File: src/rtl/lvds_map_pkg.sv
package lvds_map_pkg;

    localparam int NUM_LANES = 4;
    localparam int WORD_W    = 7;
    localparam int COMP_W    = 8;
    localparam int SEL_W     = $clog2(NUM_LANES);
    localparam int MAIN_W    = 6;
    localparam int EXTRA_W   = COMP_W - MAIN_W;

    typedef enum logic {
        MAP_NS    = 1'b0,
        MAP_JEIDA = 1'b1
    } map_e;

    typedef logic [NUM_LANES-1:0][WORD_W-1:0] lane_arr_t;
    typedef logic [NUM_LANES-1:0][SEL_W-1:0]  lane_sel_t;

    typedef struct packed {
        logic [COMP_W-1:0] r;
        logic [COMP_W-1:0] g;
        logic [COMP_W-1:0] b;
        logic              hs;
        logic              vs;
        logic              de;
    } pix_t;

    typedef struct packed {
        map_e                 layout;
        logic                 wide;
        logic                 hs_inv;
        logic                 vs_inv;
        logic                 de_inv;
        lane_sel_t            lane_sel;
        logic [NUM_LANES-1:0] lane_inv;
    } cfg_t;

    function automatic lane_sel_t identity_sel();
        lane_sel_t s;
        for (int i = 0; i < NUM_LANES; i++) begin
            s[i] = SEL_W'(i);
        end
        return s;
    endfunction

    localparam cfg_t CFG_DEFAULT = '{
        layout:   MAP_NS,
        wide:     1'b1,
        hs_inv:   1'b0,
        vs_inv:   1'b0,
        de_inv:   1'b0,
        lane_sel: identity_sel(),
        lane_inv: '0
    };

    // Six bits of a component that ride on lanes 0-2
    function automatic logic [MAIN_W-1:0] main_bits(input logic [COMP_W-1:0] c,
                                                    input logic upper);
        return upper ? c[COMP_W-1:EXTRA_W] : c[MAIN_W-1:0];
    endfunction

    // Two bits of a component that ride on lane 3
    function automatic logic [EXTRA_W-1:0] extra_bits(input logic [COMP_W-1:0] c,
                                                      input logic upper);
        return upper ? c[EXTRA_W-1:0] : c[COMP_W-1:MAIN_W];
    endfunction

endpackage

File: src/rtl/lvds_cfg_shadow.sv
module lvds_cfg_shadow
    import lvds_map_pkg::*;
(
    input  logic clk,
    input  logic rst,
    input  logic vsync_i,
    input  cfg_t cfg_i,
    output cfg_t cfg_o
);

    logic vs_q;
    cfg_t shadow_q;
    logic frame_start;

    assign frame_start = vsync_i & ~vs_q;

    always_ff @(posedge clk) begin
        if (rst) begin
            vs_q     <= 1'b0;
            shadow_q <= CFG_DEFAULT;
        end else begin
            vs_q <= vsync_i;
            if (frame_start) begin
                shadow_q <= cfg_i;
            end
        end
    end

    // The frame-start pixel already uses the fresh settings
    assign cfg_o = frame_start ? cfg_i : shadow_q;

    p_cfg_hold_r8: assert property (@(posedge clk) disable iff (rst)
        !frame_start |=> $stable(shadow_q));

    p_cfg_load_r8: assert property (@(posedge clk) disable iff (rst)
        frame_start |=> (shadow_q == $past(cfg_i)));

endmodule

File: src/rtl/lvds_bit_pack.sv
module lvds_bit_pack
    import lvds_map_pkg::*;
(
    input  logic      clk,
    input  logic      rst,
    input  pix_t      pix_i,
    input  cfg_t      cfg_i,
    output lane_arr_t words_o
);

    logic               upper;
    logic [MAIN_W-1:0]  r_main, g_main, b_main;
    logic [EXTRA_W-1:0] r_ext, g_ext, b_ext;
    logic               hs_p, vs_p, de_p;

    // 18-bit panels take the top six bits regardless of layout
    assign upper = (cfg_i.layout == MAP_JEIDA) || !cfg_i.wide;

    assign r_main = main_bits(pix_i.r, upper);
    assign g_main = main_bits(pix_i.g, upper);
    assign b_main = main_bits(pix_i.b, upper);
    assign r_ext  = extra_bits(pix_i.r, upper);
    assign g_ext  = extra_bits(pix_i.g, upper);
    assign b_ext  = extra_bits(pix_i.b, upper);

    assign hs_p = pix_i.hs ^ cfg_i.hs_inv;
    assign vs_p = pix_i.vs ^ cfg_i.vs_inv;
    assign de_p = pix_i.de ^ cfg_i.de_inv;

    always_comb begin
        words_o[0] = {g_main[0], r_main};
        words_o[1] = {b_main[1:0], g_main[MAIN_W-1:1]};
        words_o[2] = {de_p, vs_p, hs_p, b_main[MAIN_W-1:2]};
        words_o[3] = cfg_i.wide ? {1'b0, b_ext, g_ext, r_ext} : '0;
    end

    p_idle_lane_r4: assert property (@(posedge clk) disable iff (rst)
        !cfg_i.wide |-> (words_o[3] == '0));

    p_reserved_bit_r2: assert property (@(posedge clk) disable iff (rst)
        cfg_i.wide |-> (words_o[3][WORD_W-1] == 1'b0));

endmodule

File: src/rtl/lvds_lane_route.sv
module lvds_lane_route
    import lvds_map_pkg::*;
(
    input  lane_arr_t            logical_i,
    input  lane_sel_t            sel_i,
    input  logic [NUM_LANES-1:0] inv_i,
    output lane_arr_t            physical_o
);

    for (genvar p = 0; p < NUM_LANES; p++) begin : g_lane
        assign physical_o[p] = logical_i[sel_i[p]] ^ {WORD_W{inv_i[p]}};
    end

endmodule

File: src/rtl/lvds_panel_mapper.sv
module lvds_panel_mapper
    import lvds_map_pkg::*;
#(
    parameter logic [WORD_W-1:0] CLK_PATTERN = 7'b1100011
)(
    input  logic                        clk,
    input  logic                        rst,
    input  logic [COMP_W-1:0]           pix_r,
    input  logic [COMP_W-1:0]           pix_g,
    input  logic [COMP_W-1:0]           pix_b,
    input  logic                        pix_hs,
    input  logic                        pix_vs,
    input  logic                        pix_de,
    input  logic                        cfg_jeida,
    input  logic                        cfg_wide,
    input  logic                        cfg_hs_inv,
    input  logic                        cfg_vs_inv,
    input  logic                        cfg_de_inv,
    input  logic [NUM_LANES*SEL_W-1:0]  cfg_lane_sel,
    input  logic [NUM_LANES-1:0]        cfg_lane_inv,
    output logic [NUM_LANES*WORD_W-1:0] lane_word_o,
    output logic [WORD_W-1:0]           clk_word_o
);

    pix_t      pix;
    cfg_t      cfg_in;
    cfg_t      cfg_eff;
    lane_arr_t logical_w;
    lane_arr_t physical_w;
    lane_arr_t lane_q;
    logic [WORD_W-1:0] clk_q;

    assign pix = '{r: pix_r, g: pix_g, b: pix_b,
                   hs: pix_hs, vs: pix_vs, de: pix_de};

    assign cfg_in = '{layout:   map_e'(cfg_jeida),
                      wide:     cfg_wide,
                      hs_inv:   cfg_hs_inv,
                      vs_inv:   cfg_vs_inv,
                      de_inv:   cfg_de_inv,
                      lane_sel: cfg_lane_sel,
                      lane_inv: cfg_lane_inv};

    lvds_cfg_shadow u_shadow (
        .clk     (clk),
        .rst     (rst),
        .vsync_i (pix_vs),
        .cfg_i   (cfg_in),
        .cfg_o   (cfg_eff)
    );

    lvds_bit_pack u_pack (
        .clk     (clk),
        .rst     (rst),
        .pix_i   (pix),
        .cfg_i   (cfg_eff),
        .words_o (logical_w)
    );

    lvds_lane_route u_route (
        .logical_i  (logical_w),
        .sel_i      (cfg_eff.lane_sel),
        .inv_i      (cfg_eff.lane_inv),
        .physical_o (physical_w)
    );

    always_ff @(posedge clk) begin
        if (rst) begin
            lane_q <= '0;
            clk_q  <= '0;
        end else begin
            lane_q <= physical_w;
            clk_q  <= CLK_PATTERN;
        end
    end

    assign lane_word_o = lane_q;
    assign clk_word_o  = clk_q;

    p_clk_pattern_r1: assert property (@(posedge clk) disable iff (rst)
        !$past(rst) |-> (clk_word_o == CLK_PATTERN));

    p_reset_clear_r1: assert property (@(posedge clk)
        $past(rst) |-> (lane_word_o == '0 && clk_word_o == '0));

endmodule

File: config.mk
export PLATFORM = sky130hd
export DESIGN_NAME = lvds_panel_mapper
export DESIGN_NICKNAME = d
export VERILOG_FILES = /design/src/rtl/lvds_map_pkg.sv /design/src/rtl/lvds_cfg_shadow.sv /design/src/rtl/lvds_bit_pack.sv /design/src/rtl/lvds_lane_route.sv /design/src/rtl/lvds_panel_mapper.sv
export SDC_FILE = /design/constraint.sdc
export NUM_CORES = 1
export LEC_CHECK = 0
export BUFFER_PORTS_ARGS = -buffer_cell sky130_fd_sc_hd__buf_2
export CAP_MARGIN = 20
export CORE_MARGIN = 8
export CORE_UTILIZATION = 46
export CTS_CLUSTER_SIZE = 28
export DETAILED_ROUTE_END_ITERATION = 10
export GPL_ROUTABILITY_DRIVEN = 1
export GPL_TIMING_DRIVEN = 0
export HOLD_SLACK_MARGIN = 0.06
export PLACE_DENSITY = 0.75
export SLEW_MARGIN = 10
export SYNTH_ARGS = -nofsm -noshare
export SYNTH_HDL_FRONTEND = slang
export SYNTH_SLANG_ARGS = --single-unit
File: constraint.sdc
create_clock -name clk -period 2.9 [get_ports clk]
set_input_delay 0.435 -clock clk [delete_from_list [all_inputs] [get_ports clk]]
set_output_delay 0.435 -clock clk [all_outputs]
set_load 0.03 [all_outputs]
-- After elaboration in Yosys (flattened, before gate mapping)
Cells that the tools add are included.
- order comparisons: 4
- bitwise gates (word level): 9
- mux-type cells: 17
- reduce and logical (&&, ||, !) cells: 2
- operator list (kind ; count):
    7-bit binary-select mux with 2-bit select ; 4
    7-bit two-way mux ; 5
    7-bit XOR ; 4
    6-bit two-way mux ; 4
    17-bit two-way mux ; 1
    2-bit by 3-bit < comparator with 1-bit output (second input constant) ; 4
    2-bit two-way mux ; 3
    1-bit XOR ; 3
    1-bit bitwise AND ; 1
    1-bit zero test ; 1
    1-bit logical OR ; 1
    1-bit NOT ; 1
- logic and storage cells: 48
- register bits: 53

-- Longest topological paths before layout
Gate-level depths: netlist (run 1).
- depth after elaboration: 10
- depth in mapped cells: 9

-- Hierarchy
From an unflattened synthesis (run 1), not the netlist that was laid out.
- cell total of the unflattened synthesis: 276
- area, all modules: 3355.7 um2
- modules (own cells, without submodules) (module ; cells each ; area an instance (um2) ; sequential area each (um2) ; times used):
    lvds_cfg_shadow ; 98 ; 1022.2 ; 360.3 ; 1
    lvds_lane_route ; 68 ; 950.9 ; 0.0 ; 1
    lvds_panel_mapper ; 68 ; 928.4 ; 580.6 ; 1
    lvds_bit_pack ; 42 ; 454.2 ; 0.0 ; 1

-- Least setup slack after synthesis (run 1)
No wires, ideal clock.
- kind: in2reg
- start point: input pix_vs
- end point: register lane_q (netlist bit lane_word_o[4])
- path buffers: 1
- cell stages on the path: 7
- data required time: 2.779 ns
- slack: 0.774 ns
- arrival: 2.005 ns
- cells stage by stage: nand2b_1 buf_6 mux2i_4 mux2_2 a221oi_1 a221oi_1 mux2_2
- word-level cells in the longest chain between the ends: 9
- RTL lines (element ; line ; RTL):
    from (decl) ; lvds_panel_mapper.sv:12 ; input logic pix_vs,
    1-bit bitwise AND (*) ; lvds_cfg_shadow.sv:15 ; assign frame_start = vsync_i & ~vs_q;
    17-bit two-way mux (*) ; lvds_cfg_shadow.sv:30 ; assign cfg_o = frame_start ? cfg_i : shadow_q;
    1-bit zero test ; lvds_bit_pack.sv:17 ; assign upper = (cfg_i.layout == MAP_JEIDA) || !cfg_i.wide;
    1-bit logical OR ; lvds_bit_pack.sv:17 ;
    2-bit two-way mux ; lvds_map_pkg.sv:64 ; return upper ? c[EXTRA_W-1:0] : c[COMP_W-1:MAIN_W];
    6-bit two-way mux ; lvds_bit_pack.sv:34 ; words_o[3] = cfg_i.wide ? {1'b0, b_ext, g_ext, r_ext} : '0;
    7-bit binary-select mux with 2-bit select ; lvds_lane_route.sv:11 ; assign physical_o[p] = logical_i[sel_i[p]] ^ {WORD_W{inv_i[p]}};
    7-bit two-way mux (implied by the code) ; lvds_lane_route.sv:11 ;
    7-bit XOR (*) ; lvds_lane_route.sv:11 ;
    to (signal assigned) ; lvds_panel_mapper.sv:72 ; lane_q <= physical_w;
    to (decl) ; lvds_panel_mapper.sv:30 ; lane_arr_t lane_q;
Every way passes the cells marked *; elsewhere a longest branch is shown, timed or not. The select of a mux whose other input is x is not followed.
A chain may end at the register's enable or synchronous reset.

-- Worst setup path after layout (run 1)
- start point: register u_shadow.vs_q
- end point: register lane_q (netlist bit lane_word_o[2])
- word-level cells in the longest chain between the ends: 10
- RTL lines (element ; line ; RTL):
    from (decl) ; lvds_cfg_shadow.sv:11 ; logic vs_q;
    from (signal assigned) ; lvds_cfg_shadow.sv:22 ; vs_q <= vsync_i;
    1-bit NOT (*) ; lvds_cfg_shadow.sv:15 ;
    1-bit bitwise AND (*) ; lvds_cfg_shadow.sv:15 ;
    17-bit two-way mux (*) ; lvds_cfg_shadow.sv:30 ;
    1-bit zero test ; lvds_bit_pack.sv:17 ;
    1-bit logical OR ; lvds_bit_pack.sv:17 ;
    2-bit two-way mux ; lvds_map_pkg.sv:64 ;
    6-bit two-way mux ; lvds_bit_pack.sv:34 ;
    7-bit binary-select mux with 2-bit select ; lvds_lane_route.sv:11 ;
    7-bit two-way mux (implied by the code) ; lvds_lane_route.sv:11 ;
    7-bit XOR (*) ; lvds_lane_route.sv:11 ;
Marks and branches as above.

==> results of run 1 <==
layout make-up:
cell class | count | area [um2] | area share, %
buffer | 22 | 150 | 4.18
clock buffer | 7 | 96.3 | 2.68
clock inverter | 1 | 7.51 | 0.209
inverter | 6 | 22.5 | 0.627
multi-input combinational | 229 | 1900 | 52.7
sequential | 47 | 941 | 26.2
tap | 77 | 96.3 | 2.68
timing repair buffer | 77 | 385 | 10.7
logic make-up after synthesis:
| kind of cell | Yosys count | share of synthesized area, % |
|---|---|---|
| DFF | 47 | 31.3 |
| and+or+nand+nor | 53 | 7.88 |
| xor gates and xnor gates | 2 | 0.584 |
| AOI/OAI and AO/OA | 65 | 17.2 |
| muxes | 106 | 37.1 |
| other | 1 | 0.125 |
| buffers and inverters | 28 | 5.75 |
registers in the layout, indices dropped and copies added (netlist names):
| register | count |
|---|---|
| lane_word_o | 28 |
| u_shadow.shadow_q | 17 |
| clk_word_o | 1 |
| u_shadow.vs_q | 1 |
metrics by stage:
| stage | cells | hold slack [ns] | utilization [%] | area (um2) |
|---|---|---|---|---|
| floorplan | 304 | 0.481 | - | 3010 |
| finish | 466 | 0.394 | 56.6 | 3590 |
| global route | 466 | 0.407 | 56.6 | 3590 |
| detailed placement | 458 | 0.514 | 55.0 | 3490 |
| global placement | 458 | 0.491 | 55.0 | 3490 |
| CTS | 466 | 0.385 | 56.6 | 3590 |
power by group through the flow:
stage / Clock [W] / Sequential (W) / Combinational [W]
floorplan: 0 / 0.000876 / 0.000433
CTS: 0.000456 / 0.000742 / 0.000766
global placement: 0 / 0.000753 / 0.000753
global route: 0.000478 / 0.000750 / 0.000828
detailed placement: 0 / 0.000754 / 0.000761
finish: 0.000446 / 0.000741 / 0.000770
layer usage:
| metal | vias up | part of all wire [%] | GRT usage [%] |
|---|---|---|---|
| met5 | - | 0 | 0 |
| met4 | 0 | 1.8 | 5.44 |
| met3 | 15 | 6.8 | 4.13 |
| met2 | 111 | 46 | 29.7 |
| met1 | 1262 | 45 | 22.6 |
| li1 | 1306 | - | - |
final timing paths:
check / start / to / slack, ns
worst max-delay path: u_shadow.vs_q / lane_word_o[2] / 0.46
worst min-delay path: cfg_vs_inv / u_shadow.shadow_q[13] / 0.39
worst max register to register: u_shadow.vs_q / lane_word_o[2] / 0.46
worst min register to register: u_shadow.shadow_q[14] / u_shadow.shadow_q[14] / 0.52
synth_stat cells (all sizes together), types with 2 or more instances:
cell | number | area (um2)
a31oi | 3 | 33.8
o22ai | 4 | 25.0
clkbuf | 4 | 15.0
mux2i | 86 | 885
or2 | 3 | 18.8
buf | 18 | 135
nor2 | 26 | 97.6
a21oi | 4 | 20.0
o21ai | 16 | 80.1
nand2b | 5 | 31.3
nand2 | 15 | 56.3
xnor2 | 2 | 17.5
a221oi | 12 | 124
dfxtp | 47 | 941
mux2 | 20 | 229
o31a | 4 | 35.0
o32a | 2 | 20.0
o32ai | 2 | 17.5
o221ai | 17 | 149
inv | 5 | 18.8
worst max-delay path: stages (launching register included):
cell and delay (ns):
dfxtp_1 0.33, nand2b_1 0.15, buf_6 0.14, a31oi_4 0.22
buf_4 0.24, mux2i_1 0.48, o22ai_1 0.14, o221ai_1 0.25
mux2_2 0.37
==> metrics, run 1 <==
status complete, no violations; # fillers 582; Setup TNS 0 ns; Starting Density 47.3%; layout cells sized above 1 34.2%; CTS Hold Bufs 0; Post-Syn Area 3000 um2; maximum vdd ir drop 0.370 mV; Worst EP arrival 2.63 ns; part of the power in registers 37.9%; Pwr Total 0.00196 W; Die W 96.8 um; CTS Buf Count 5; commonest non-fill, non-tap cell in the layout buf_2; die footprint 9370 um2; post-synthesis sequential area ratio 31.3%; Ports 81; GRT Total Usage 18.0%; Routed WL 8650 um; unrepaired setup endpoints after global routing no; Yosys cell types 35; Setup Skew 0.00828 ns; GP Congestion 0.861; Slew headroom 54.1%; Max clock buf depth 2; static leakage 1.75 nW; Slew Limit Fails 0; Place WS 0.361 ns; H-tree level count 2; initial antenna violation count 0; clock network power share 22.8%; HP Class in2reg; first-pass GRT wire length 14,300 um; number of remaining DRC errors 0; remaining global-route overflow 0; Sw Share 36.8%; Worst Hold Depth 3; Layout area overhead 19.8%; Synth async-reset ratio 0%; Worst Setup Start Kind flop; CTS sink count 47; Max FO, Critical Path 10; Worst-path clk slew 0.09 ns; final hold violation count 0; CP required 3.10 ns; commonest cells after routing, fill and taps aside 83 x buf_2, 82 x mux2i_1, 47 x dfxtp_1; clk_lat worst skew 0.30 ns; Worst-Margin Slew 0.669 ns; DR vias 2,694; PortBufs 77; Period Utilization, post-route 84.0%; Logic pwr share 39.3%; NetSw 0.000720 W; Syn Inst Count 302; DR iter-0 viols 180; Yosys warnings 0; PnR worst setup slack 0.464 ns; Antenna diodes 0; DP Wirelength 6830 um; critical path class reg2reg; Yosys reg bits 47; Layout Nets 434; syn avg cell area 9.94 um2; top_reg_cell synth dfxtp_1; maxcap violations 0; largest net degree at the start of global routing 15; # rows 29; Max Fclk 0.411 GHz; final setup fails 0; via/cell ratio 5.78; core area 6350 um2; min Tclk post-route 2.44 ns; cell count of the worst reg-to-reg path 8; vias in the first global route 2,922; Die H 96.8 um; Int Pwr 0.00124 W; DR WL/cell 18.6 um; pwr dens 544 nW/um2; clock root cell clkbuf_8; Routed Antenna Nets 0; Post-synth EDFFs 0; CTS tree done; setup bufs post-CTS 0; Resized cells post-CTS 0; CP endpoint kind flop; First-pass DRT Iterations 5
(Power assumes the default switching activity.)
==> run 2, diff against run 1 <==
--- a/config.mk
+++ b/config.mk
@@ -5,6 +5,7 @@
 export SDC_FILE = /design/constraint.sdc
 export NUM_CORES = 1
 export LEC_CHECK = 0
+export ABC_AREA = 1
 export BUFFER_PORTS_ARGS = -buffer_cell sky130_fd_sc_hd__buf_2
 export CAP_MARGIN = 20
 export CORE_MARGIN = 8
==> constraint.sdc (replaced) <==
create_clock -name clk -period 2 [get_ports clk]
set_input_delay 0.3 -clock clk [delete_from_list [all_inputs] [get_ports clk]]
set_output_delay 0.3 -clock clk [all_outputs]
set_load 0.03 [all_outputs]
==> run 2 against run 1 <==
Clock power increased by 45%. Flip-flop and latch count unchanged. Sequential power increased by 51%. Utilization decreased by 2.0 points. Via count increased by 130%. First-iteration DRC count increased to 5.6 times the previous value. Global-route usage increased by 15 points. Area after synthesis increased by 46%. Critical path depth increased by 2. Maximum frequency increased by 25%. Clock skew increased by 0.00066 ns. Synthesized cell count increased by 150%. Critical path type unchanged.
==> metrics, run 2 <==
H-tree level count 2 (unchanged); CP most frequent cell nand2_1; initial antenna violation count 0 (unchanged); Logic pwr share 55.1% (was 39.3%); Yosys warnings 0 (unchanged); Placed Cells 955 (was 458); die footprint 12,900 um2 (was 9370 um2); cell count of the worst reg-to-reg path 10 (was 8); DR iter-0 viols 1,011 (was 180); Syn Inst Count 748 (was 302); cells along the critical path inv_4 -> nand2_8 -> buf_6 -> inv_2 -> or2_1 -> o21ai_2 -> nand2_1 -> nand3_1 -> nand2_1 -> inv_1 (was nand2b_1 -> buf_6 -> a31oi_4 -> buf_4 -> mux2i_1 -> o22ai_1 -> o221ai_1 -> mux2_2); syn avg cell area 5.84 um2 (was 9.94 um2); dpl cell area 4920 um2 (was 3490 um2); Slew headroom 58.9% (was 54.1%); CTS sink count 47 (unchanged); via/cell ratio 6.43 (was 5.78); commonest cells after routing, fill and taps aside 375 x nand3_1, 141 x nand2_1, 89 x buf_2 (was 83 x buf_2, 82 x mux2i_1, 47 x dfxtp_1); Max Fclk 0.512 GHz (was 0.411 GHz); top cells by count, synth 375 x nand3_1, 142 x nand2_1, 74 x inv_1 (was 82 x mux2i_1, 47 x dfxtp_1, 26 x nor2_1); Post-Syn Area 4370 um2 (was 3000 um2); remaining global-route overflow 0 (unchanged); CP max-delay cell nand2_1 (was mux2i_1); Setup Skew 0.00894 ns (was 0.00828 ns); Worst-Margin Slew 0.615 ns (was 0.669 ns); Period Utilization, post-route 97.6% (was 84.0%); Layout Cell Area excl Fill 5050 um2 (was 3590 um2); Worst R2R Start u_shadow.vs_q (unchanged); top_reg_cell synth dfxtp_1 (unchanged); min Tclk post-route 1.95 ns (was 2.44 ns); post-synthesis sequential area ratio 21.5% (was 31.3%); commonest non-fill, non-tap cell in the layout nand3_1 (was buf_2); area share of the largest cell type after synthesis 42.9% (was 31.3%); Slew Limit Fails 0 (unchanged); CTS Buf Count 5 (unchanged); # rows 35 (was 29); Worst-path clk slew 0.10 ns (was 0.09 ns); Starting Density 47.3% (about the same); static leakage 2.77 nW (was 1.75 nW); multi-input logic area 2800 um2 (was 1900 um2); GP Congestion 1.09 (was 0.861); Max FO, Critical Path 10 (unchanged); Layout area overhead 15.4% (was 19.8%); Critical Path Source u_shadow.vs_q (unchanged); Ports 81 (unchanged); Int Pwr 0.00197 W (was 0.00124 W); maximum vdd ir drop 0.440 mV (was 0.370 mV); Yosys cell types 23 (was 35); Worst EP arrival 2.22 ns (was 2.63 ns); Die H 113 um (was 96.8 um); HP Class in2reg (unchanged); Post-synth EDFFs 0 (unchanged); Crit path largest cell delay 0.39 ns (was 0.48 ns); part of the power in registers 28.5% (was 37.9%); Routed Antenna Nets 0 (unchanged); Worst Setup Start Kind flop (unchanged); Cell Count, Final, Fillers Out 963 (was 466); setup bufs post-CTS 0 (unchanged); First-pass DRT Iterations 10 (was 5); clock root cell clkbuf_8 (unchanged); Routed WL 22,100 um (was 8650 um); Place WS 0.0372 ns (was 0.361 ns); GRT Total Usage 32.8% (was 18.0%); Layout Nets 879 (was 434); final setup fails 0 (unchanged); DR WL/cell 23.0 um (was 18.6 um); Antenna diodes 0 (unchanged); maxcap violations 0 (unchanged); # fillers 994 (was 582); pwr dens 781 nW/um2 (was 544 nW/um2); status complete, no violations (unchanged); Setup TNS 0 ns (unchanged); DP Wirelength 15,600 um (was 6830 um); Synth async-reset ratio 0% (unchanged); number of remaining DRC errors 0 (unchanged); unrepaired setup endpoints after global routing no (unchanged); reg-to-reg endpoint lane_word_o[16] (was lane_word_o[2]); Sw Share 50.1% (was 36.8%); Register Area 941 um2 (unchanged); Die W 113 um (was 96.8 um); DR vias 6,190 (was 2,694); vias in the first global route 5,584 (was 2,922); largest net degree at the start of global routing 17 (was 15); final hold violation count 0 (unchanged); NetSw 0.00197 W (was 0.000720 W); final core occ 54.6% (was 56.6%); first-pass GRT wire length 32,100 um (was 14,300 um); synth top area cells nand3_1 43%, dfxtp_1 22%, nand2_1 12% (was dfxtp_1 31%, mux2i_1 27%, mux2_2 6.0%); Max clock buf depth 2 (unchanged); CP endpoint kind flop (unchanged); area leader, netlist nand3_1 (was dfxtp_1); PortBufs 76 (was 77); PnR worst setup slack 0.0481 ns (was 0.464 ns); Yosys reg bits 47 (unchanged); Critical Path End lane_word_o[16] (was lane_word_o[2]); core area 9240 um2 (was 6350 um2); clk_lat worst skew 0.32 ns (was 0.30 ns); R2R Setup Slk 0.05 ns (was 0.46 ns); clock network power share 16.4% (was 22.8%); CP required 2.27 ns (was 3.10 ns); layout cells sized above 1 20.1% (was 34.2%); cell with the most instances after synthesis nand3_1 (was mux2i_1); max reg flops 28 (unchanged); critical path class reg2reg (unchanged); CTS tree done (unchanged)
## run 2: cell count changes after synthesis, sizes merged, moves of 17 or more
| cell | previous run | this run |
|---|---|---|
| buf | 18 | 45 |
| inv | 5 | 84 |
| mux2 | 20 | 0 |
| mux2i | 86 | 1 |
| nand2 | 15 | 154 |
| nand3 | 0 | 377 |
| nor2 | 26 | 9 |
| o221ai | 17 | 0 |
## run 2: worst min-delay path by stage
stage,from,to,slack [ns],cells past startpoint
3_3_place_gp,u_shadow.shadow_q[15],u_shadow.shadow_q[15],0.47,2
3_5_place_dp,u_shadow.shadow_q[15],u_shadow.shadow_q[15],0.48,2
5_1_grt,rst,u_shadow.shadow_q[2],0.22,2
4_1_cts,rst,u_shadow.shadow_q[2],0.20,2
2_1_floorplan,rst,u_shadow.shadow_q[1],0.38,1
6_report,rst,u_shadow.shadow_q[2],0.23,2
## run 2: what timing repair did
action	in CTS	in global routing
gates resized for setup	0	18
endpoints found under the setup margin	0	22
hold buffers	0	0
## run 2: logic make-up after synthesis
kind of cell	count (synthesis)	share of synthesized area, %
and+or+nand+nor	544	59.3
buffers and inverters	132	14.6
DFF	47	21.5
AOI/OAI and AO/OA	23	4.26
muxes	1	0.229
other	1	0.0858
## run 2: cell type report
type                       instances  share of cell area (%)
multi-input combinational        571                    55.5
sequential                        47                    18.6
timing repair buffer              76                    7.54
buffer                            47                    6.89
inverter                          85                    6.37
tap                              129                    3.20
clock buffer                       5                    1.36
clock inverter                     3                   0.446
## run 2: worst max-delay path: cells and delay by family, from the launching register on
kind / cells / cell delay [ns]
flops: 1 / 0.37
buf+inv: 4 / 0.39
simple gates: 5 / 1.06
compound gates: 1 / 0.07
## run 2: layer usage
metal,vias up,wire [um],track usage [%]
met1,2759,8070,40.9
met5,-,0,0
met2,572,8950,47.7
li1,2692,-,-
met3,167,3470,11.5
met4,0,1610,19.1
## run 2: per-stage QoR
step	hold slack, ns	total power, W
4_1_cts	0.201	0.00384
2_1_floorplan	0.383	0.00256
5_1_grt	0.223	0.00410
3_5_place_dp	0.477	0.00321
6_report	0.225	0.00394
3_3_place_gp	0.466	0.00319
## run 2: power groups by stage
stage / Clock (W) / Combinational, W / Sequential, W
3_5_place_dp: 0 / 0.00206 / 0.00114
5_1_grt: 0.000686 / 0.00227 / 0.00114
2_1_floorplan: 0 / 0.00114 / 0.00141
3_3_place_gp: 0 / 0.00205 / 0.00114
4_1_cts: 0.000650 / 0.00207 / 0.00112
6_report: 0.000645 / 0.00217 / 0.00112
